===== config.mk =====
export PLATFORM = sky130hd
export DESIGN_NAME = mode_switch_seq
export DESIGN_NICKNAME = d
export VERILOG_FILES = /design/src/rtl/mode_switch_seq.sv
export SDC_FILE = /design/constraint.sdc
export NUM_CORES = 1
export LEC_CHECK = 0
export ABC_AREA = 1
export BUFFER_PORTS_ARGS = -buffer_cell sky130_fd_sc_hd__buf_2
export CAP_MARGIN = 20
export CORE_MARGIN = 2
export CORE_UTILIZATION = 40
export DETAILED_ROUTE_END_ITERATION = 8
export PLACE_DENSITY = 0.67
export SLEW_MARGIN = 30
export SYNTH_ARGS = -nofsm -noshare
export SYNTH_HDL_FRONTEND = slang
export SYNTH_SLANG_ARGS = --single-unit

===== constraint.sdc =====
create_clock -name clk -period 1.8 [get_ports clk]
set_clock_uncertainty 0.15 [all_clocks]
set_input_delay 0.36 -clock clk [delete_from_list [all_inputs] [get_ports clk]]
set_output_delay 0.36 -clock clk [all_outputs]
set_load 0.02 [all_outputs]

===== src/rtl/mode_switch_seq.sv =====
module mode_switch_seq #(
  parameter int NU      = 8,
  parameter int PC_W    = 16,
  parameter int AW      = 16,
  parameter int SPAN_LG = 10
) (
  input  logic              clk,
  input  logic              rst_n,
  input  logic              cmd_valid,
  input  logic [2:0]        cmd_op,
  input  logic [NU-1:0]     cmd_mask,
  input  logic [PC_W-1:0]   cmd_pc,
  input  logic [AW-1:0]     cmd_base,
  output logic              cmd_err,
  input  logic [NU-1:0]     unit_term,
  input  logic [NU-1:0]     unit_wb_done,
  input  logic              fill_done,
  output logic              busy,
  output logic              mimd_mode,
  output logic [NU-1:0]     unit_en,
  output logic [NU-1:0]     unit_go,
  output logic [PC_W-1:0]   start_pc,
  output logic [NU*AW-1:0]  unit_base,
  output logic              fill_req,
  output logic              fill_is_data,
  output logic [NU-1:0]     fill_mask,
  output logic [2*NU-1:0]   unit_state
);
  localparam logic [1:0] S_IDLE = 2'b00, S_RUN = 2'b01, S_STOP = 2'b10, S_FIN = 2'b11;

  logic [1:0] icnt;
  logic inited;
  logic [NU-1:0] rdy_vec, done_vec;

  always_comb begin
    for (int i = 0; i < NU; i++) begin
      rdy_vec[i]  = (unit_state[2*i +: 2] == S_IDLE) || (unit_state[2*i +: 2] == S_STOP);
      done_vec[i] = !unit_en[i] || ((unit_state[2*i +: 2] == S_FIN) && unit_wb_done[i]);
    end
  end

  assign busy = (icnt != 2'd0) || fill_req;

  wire acc      = cmd_valid && !busy;
  wire mask_ok  = inited && (cmd_mask != '0) && ((cmd_mask & ~unit_en) == '0);
  wire op_init  = acc && (cmd_op == 3'd1) && !mimd_mode;
  wire op_fill  = acc && ((cmd_op == 3'd2) || (cmd_op == 3'd3));
  wire op_start = acc && (cmd_op == 3'd4);
  wire op_stop  = acc && (cmd_op == 3'd5);
  wire ret_ok   = acc && (cmd_op == 3'd6) && mimd_mode && (&done_vec);

  always_ff @(posedge clk or negedge rst_n) begin
    if (!rst_n) begin
      icnt <= '0; inited <= 1'b0; mimd_mode <= 1'b0; cmd_err <= 1'b0;
      unit_en <= '0; unit_go <= '0; start_pc <= '0; unit_base <= '0;
      fill_req <= 1'b0; fill_is_data <= 1'b0; fill_mask <= '0; unit_state <= '0;
    end else begin
      unit_go <= '0;
      if (icnt != 2'd0) icnt <= icnt - 2'd1;
      if (icnt == 2'd1) inited <= 1'b1;
      if (fill_req && fill_done) fill_req <= 1'b0;

      if (op_init) begin
        icnt    <= 2'd3;
        inited  <= 1'b0;
        unit_en <= cmd_mask;
        for (int i = 0; i < NU; i++)
          unit_base[i*AW +: AW] <= cmd_mask[i] ? cmd_base + AW'(i << SPAN_LG) : '0;
      end

      if (op_fill) begin
        if (mask_ok) begin
          fill_req     <= 1'b1;
          fill_is_data <= cmd_op[0];
          fill_mask    <= cmd_mask;
        end else cmd_err <= 1'b1;
      end

      if (op_start) begin
        if (mask_ok) begin
          mimd_mode <= 1'b1;
          start_pc  <= cmd_pc;
          unit_go   <= cmd_mask & rdy_vec;
        end else cmd_err <= 1'b1;
      end

      for (int i = 0; i < NU; i++) begin
        case (unit_state[2*i +: 2])
          S_IDLE:  if (op_start && mask_ok && cmd_mask[i]) unit_state[2*i +: 2] <= S_RUN;
          S_STOP:  if (op_start && mask_ok && cmd_mask[i]) unit_state[2*i +: 2] <= S_RUN;
          S_RUN:   if (unit_term[i]) unit_state[2*i +: 2] <= S_FIN;
                   else if (op_stop && cmd_mask[i]) unit_state[2*i +: 2] <= S_STOP;
          default: ;
        endcase
      end

      if (ret_ok) begin
        mimd_mode  <= 1'b0;
        unit_en    <= '0;
        inited     <= 1'b0;
        unit_state <= '0;
      end
    end
  end
endmodule


# [Yosys cells after proc, flatten, opt, wreduce, memory -nomap -nowiden]
# Index checks and enable logic that the tools add are counted.
[totals] latch_bits=0 output_inout_bits=189 n_memories=0 in_bits=63 word_cells=246 mem_bits_ro=0 ramBits=0 regBits=191
[classes] bitwise=3 n_mul=0 addsub=8 n_shift=0 muxes=60 n_eq_ne=47 order_cmp=0 reduce_logical=109 div_mod_pow=0
[ops] cell="2-to-1 mux 16 bit" n=9
[ops] cell="adder 16 x 13 -> 16 bit (second input constant)" n=4
[ops] cell="2-to-1 mux 2 bit" n=26
[ops] cell="logical AND 1 bit" n=37
[ops] cell="adder 16 x 12 -> 16 bit (second input constant)" n=2
[ops] cell="== test 2 bit (second input constant)" n=16
[ops] cell="2-to-1 mux 8 bit" n=4
[ops] cell="inequality test 4 bit (second input constant)" n=8
[ops] cell="one-hot mux 2 bit (2 select lines)" n=8
[ops] cell="nonzero test 3 bit" n=9
[ops] cell="inequality test 3 x 1 -> 1 bit (second input constant)" n=8
[ops] cell="AND reduction 3 bit" n=8
[ops] cell="== test 2 x 1 -> 1 bit (second input constant)" n=9
[ops] cell="logical OR 1 bit" n=18
[ops] cell="adder 16 x 11 -> 16 bit (second input constant)" n=1
[ops] cell="bitwise AND 8 bit" n=2
[ops] cell="zero test 2 bit" n=8
[ops] cell="OR reduction 2 bit" n=8
[ops] cell="2-to-1 mux 1 bit" n=13
[ops] cell="zero test 1 bit" n=10
[ops] cell="nonzero test 2 bit" n=5
[ops] cell="== test 3 bit (second input constant)" n=3
[ops] cell="zero test 8 bit" n=1
[ops] cell="inverter 8 bit" n=1
[ops] cell="6 further kinds" n=9

# [Logic depth before layout (Yosys ltp)]
[depth] depth_word=10 ltp_mapped=11 depth_no_buf=11

# [Worst setup path before layout]
# No wires, ideal clock.
[synth_timing] path_type="register -> register" startpoint="register icnt[0]" endpoint="register unit_state[13]" t_required_ps=1532 setup_ps=118 arrival_time_ps=1620 period_less_slack_ps=1888 path_buffers=2 stages_incl_launch_ff=12 path_slack_ps=-88 cell_sequence="dfrtp_1 > inv_1 > ha_1 > buf_4 > nand3_4 > nor2_4 > buf_4 > nand4_1 > nand3_1 > nand3_1 > nand2_1 > nand2_1"
[synth_between] elab_chain_len=9 elab_cells_between_ends=17 cone_classes="eq/ne: 2; mux: 1; reduce/logical: 14"
[synth_rtl] element="from (decl)" line_no="31" rtl="logic [1:0] icnt;"
[synth_rtl] element="from (signal assigned)" line_no="59" rtl="if (icnt != 2'd0) icnt <= icnt - 2'd1;"
[synth_rtl] element="nonzero test 2 bit (*)" line_no="42" rtl="assign busy = (icnt != 2'd0) || fill_req;"
[synth_rtl] element="logical OR 1 bit (*)" line_no="42"
[synth_rtl] element="zero test 1 bit (*)" line_no="44" rtl="wire acc = cmd_valid && !busy;"
[synth_rtl] element="logical AND 1 bit (*)" line_no="44"
[synth_rtl] element="logical AND 1 bit (on tied branches)" line_no="50, 48"
[synth_rtl] element="logical AND 1 bit (on tied branches) (2 in series)" line_no="50, 89, 90"
[synth_rtl] element="inequality test 4 bit (no line) (tied with other cells)"
[synth_rtl] element="AND reduction 3 bit (no line)"
[synth_rtl] element="to (signal assigned)" line_no="56" rtl="fill_req <= 1'b0; fill_is_data <= 1'b0; fill_mask <= '0; unit_state <= '0;"
[synth_rtl] element="to (signal, indexed assignment)" line_no="89" rtl="S_IDLE: if (op_start && mask_ok && cmd_mask[i]) unit_state[2*i +: 2] <= S_RUN;"
[synth_rtl] element="to (signal, indexed assignment)" line_no="90" rtl="S_STOP: if (op_start && mask_ok && cmd_mask[i]) unit_state[2*i +: 2] <= S_RUN;"
[synth_rtl] element="to (decl)" line_no="27" rtl="output logic [2*NU-1:0] unit_state"
# Mark *: on every way between the ends. The rest lies on a longest branch, timed or not.
# A chain may end at the register's enable or synchronous reset.

# [Worst setup path after layout]
[layout_timing] startpoint="register icnt[1]" endpoint="register unit_state[13]"
# Same word-level chain as after synthesis.

==> flow_metrics.tcl <==
set metrics [dict create \
    outcome "finished with violations" \
    finalCriticalPeriod_ns 1.88 \
    fin_area_um2 11300 \
    dp_hpwl_um 18600 \
    layout-drive-gt1-share 0.320 \
    multi_input_area_um2 3070 \
    finalWorstSetupSlack_ns -0.0802 \
    synthesis.area_per_instance_um2 8.89 \
    clock_tree.root_cell "clkbuf_16" \
    finalHoldViolations 0 \
    crit_type "flip-flop to flip-flop" \
    drt_iter0_drc 447 \
    nets 1337 \
    violations "setup timing" \
    antenna_cells 0 \
    postRouteAntennaNets 0 \
    fillers 1834 \
    relSlewSlack 0.761 \
    ys_types 32 \
    die_w_um 147 \
    placed_cells 1492 \
    fin_util 0.562 \
    cp_max_fo 20 \
    cts_tree "done" \
    portBuffers 251 \
    num_vias 7712 \
    num_rows 52 \
    fin_hold_ws_ns 0.0137 \
    grt_antenna_before_repair 0 \
    p_leak_nw 6.22 \
    netlist_instances 922 \
    route.detailed.drc 0 \
    fmax_ghz 0.532 \
    synth_edf_count 0 \
    ys_seq_area_frac 0.583 \
    start_kind "flip-flop" \
    clock-sinks 191 \
    grt_pass1_vias 7246 \
    io_pins 252 \
    end_kind "flip-flop" \
    clk_path_buf_depth 2 \
    area_delta_synth_final_pct 38.4 \
    min_path_type "input port to flip-flop" \
    cts_buffers 17 \
    worstPathArrival_ns 2.05 \
    fin_crit_sh 1.04 \
    ys_warn_count 0 \
    worstMarginPinSlew_ns 0.358 \
    ys_ff_latch 191 \
    slew_violations 0 \
    die_h_um 147 \
    cp.required_ns 1.97 \
    async_flop_share 1.00 \
    start_util 0.407 \
    grt_usage 0.234 \
    yosys_most_used_dff "dfrtp_1" \
    insertion_delay_ns 0.43 \
    design.core.area_um2 20200 \
    grt_max_degree 48 \
    grt_pass1_wl_um 39800 \
    dr.pass1.iters 5 \
    stdcell_count 1545 \
    placed_area_um2 10400 \
    area.sequential_um2 4780 \
    ir_drop_mv 0.644 \
    die-area_um2 21700 \
    wl_per_cell_um 16.4 \
    viasPerCell 4.99 \
    h-tree-depth 4 \
    setup_violations 18 \
    wl_um 25400 \
    power_density_nw_per_um2 1080 \
    rsz0062_at_grt "true" \
    cap_violations 0 \
    clk_transition_reported_paths_ns 0.07 \
    routabilityCongestion 0.862 \
    synth_area_um2 8200 \
    syn_nets 996 \
    overflow 0 \
]
path summary, 6_finish.rpt:
kind / depth (start not counted) / from / slack (ns) / end
worst min-delay path: 3 / cmd_pc[3] / 0.01 / start_pc[3]
worst min register to register: 2 / start_pc[14] / 0.32 / start_pc[14]
min in group asynchronous: 2 / rst_n / 0.24 / unit_state[11]
max in group asynchronous: 3 / rst_n / 0.63 / start_pc[10]
worst max-delay path: 10 / icnt[1] / -0.08 / unit_state[13]
worst max register to register: 10 / icnt[1] / -0.08 / unit_state[13]
kinds of logic (layout without fill, tap and decap cells):
kind of cell	Yosys count	count (layout)	share of synthesized area
AND/OR/NAND/NOR	421	423	0.220
AO/OA/AOI/OAI	174	174	0.108
buffers and inverters	110	461	0.0555
flip-flops	191	191	0.583
adder cells (fa/ha/maj)	11	11	0.0168
XOR/XNOR	15	15	0.0160
timing repair:
| action | in CTS | in global routing |
|---|---|---|
| gates cloned | 0 | 2 |
| hold buffers | 7 | 0 |
| endpoints found under the setup margin | 103 | 115 |
| pin swaps | 2 | 4 |
| resized for setup | 18 | 26 |
| setup buffers | 6 | 7 |
| hold endpoints to repair | 67 | 0 |
sequential cells by signal, indices dropped and copies added (netlist names), 2 cells and up, named ones only:
signal / count
unit_base: 128
unit_state: 16
start_pc: 16
unit_en: 8
unit_go: 8
icnt: 2
fill_mask: 8
report_power, final:
part           internal (mW)  total (mW)  switching [mW]
clock                   2.12        3.85            1.73
sequential              4.73        4.99           0.253
combinational           1.35        3.41            2.06
cells in the final DEF, fill, tap and decap left out, drive strengths merged:
master and n:
nand3 74, nand4 17, a21boi 1, o31ai 1, dfrtp 191, clkinvlp 1, inv 80, buf 348
nand2 257, clkinv 3, ha 11, dlygate4sd3 7, clkbuf 20, a21oi 17, xnor2 2, nor3 8
a22o 1, o21ai 152, xor2 13, o211ai 1, o21bai 1, nor3b 1, nor4 1, bufinv 2
nor2 65
layout make-up:
type	count	area share
Multi-Input combinational cell	623	0.271
Sequential cell	191	0.421
Timing Repair Buffer	356	0.201
Inverter	74	0.0249
Clock buffer	19	0.0390
Clock inverter	12	0.0132
Tap cell	270	0.0298
worst max-delay path, cell delays in order (launching register included):
cell and delay, ns:
dfrtp_1 0.38, inv_2 0.08, ha_4 0.16, nand4_1 0.21, nor2_2 0.16, nand3_2 0.12, buf_6 0.19, nand3_1 0.11
nand3_1 0.09, nand2_1 0.07, nand2_1 0.05
cell usage after synthesis (all sizes together), types with 2 or more instances:
library cell	n	area [µm²]
nand4	17	106
ha	11	138
inv	74	278
clkbuf	17	63.8
nor2	64	258
nor3	8	45.0
xor2	13	114
a21oi	17	88.8
o21ai	152	761
nand2	256	986
nand3	74	383
buf	19	114
xnor2	2	17.5
dfrtp	191	4780
per-layer routing:
layer | global-route usage | vias up | share of wire
met5 | 0 | - | 0
met4 | 0.0952 | 0 | 0.031
met3 | 0.0351 | 45 | 0.046
met2 | 0.367 | 235 | 0.47
met1 | 0.328 | 3739 | 0.45
li1 | - | 3693 | -
per-stage QoR:
stage	TNS [ns]	power [mW]	setup slack, ns
2_1_floorplan	-0.0366	6.96	-0.0366
3_3_place_gp	-1.87	8.20	-0.118
3_5_place_dp	-6.09	8.28	-0.155
4_1_cts	-0.280	12.3	-0.0572
5_1_grt	-4.48	12.9	-0.227
6_report	-1.00	12.2	-0.0802
Power figures use the tool's default switching activity.
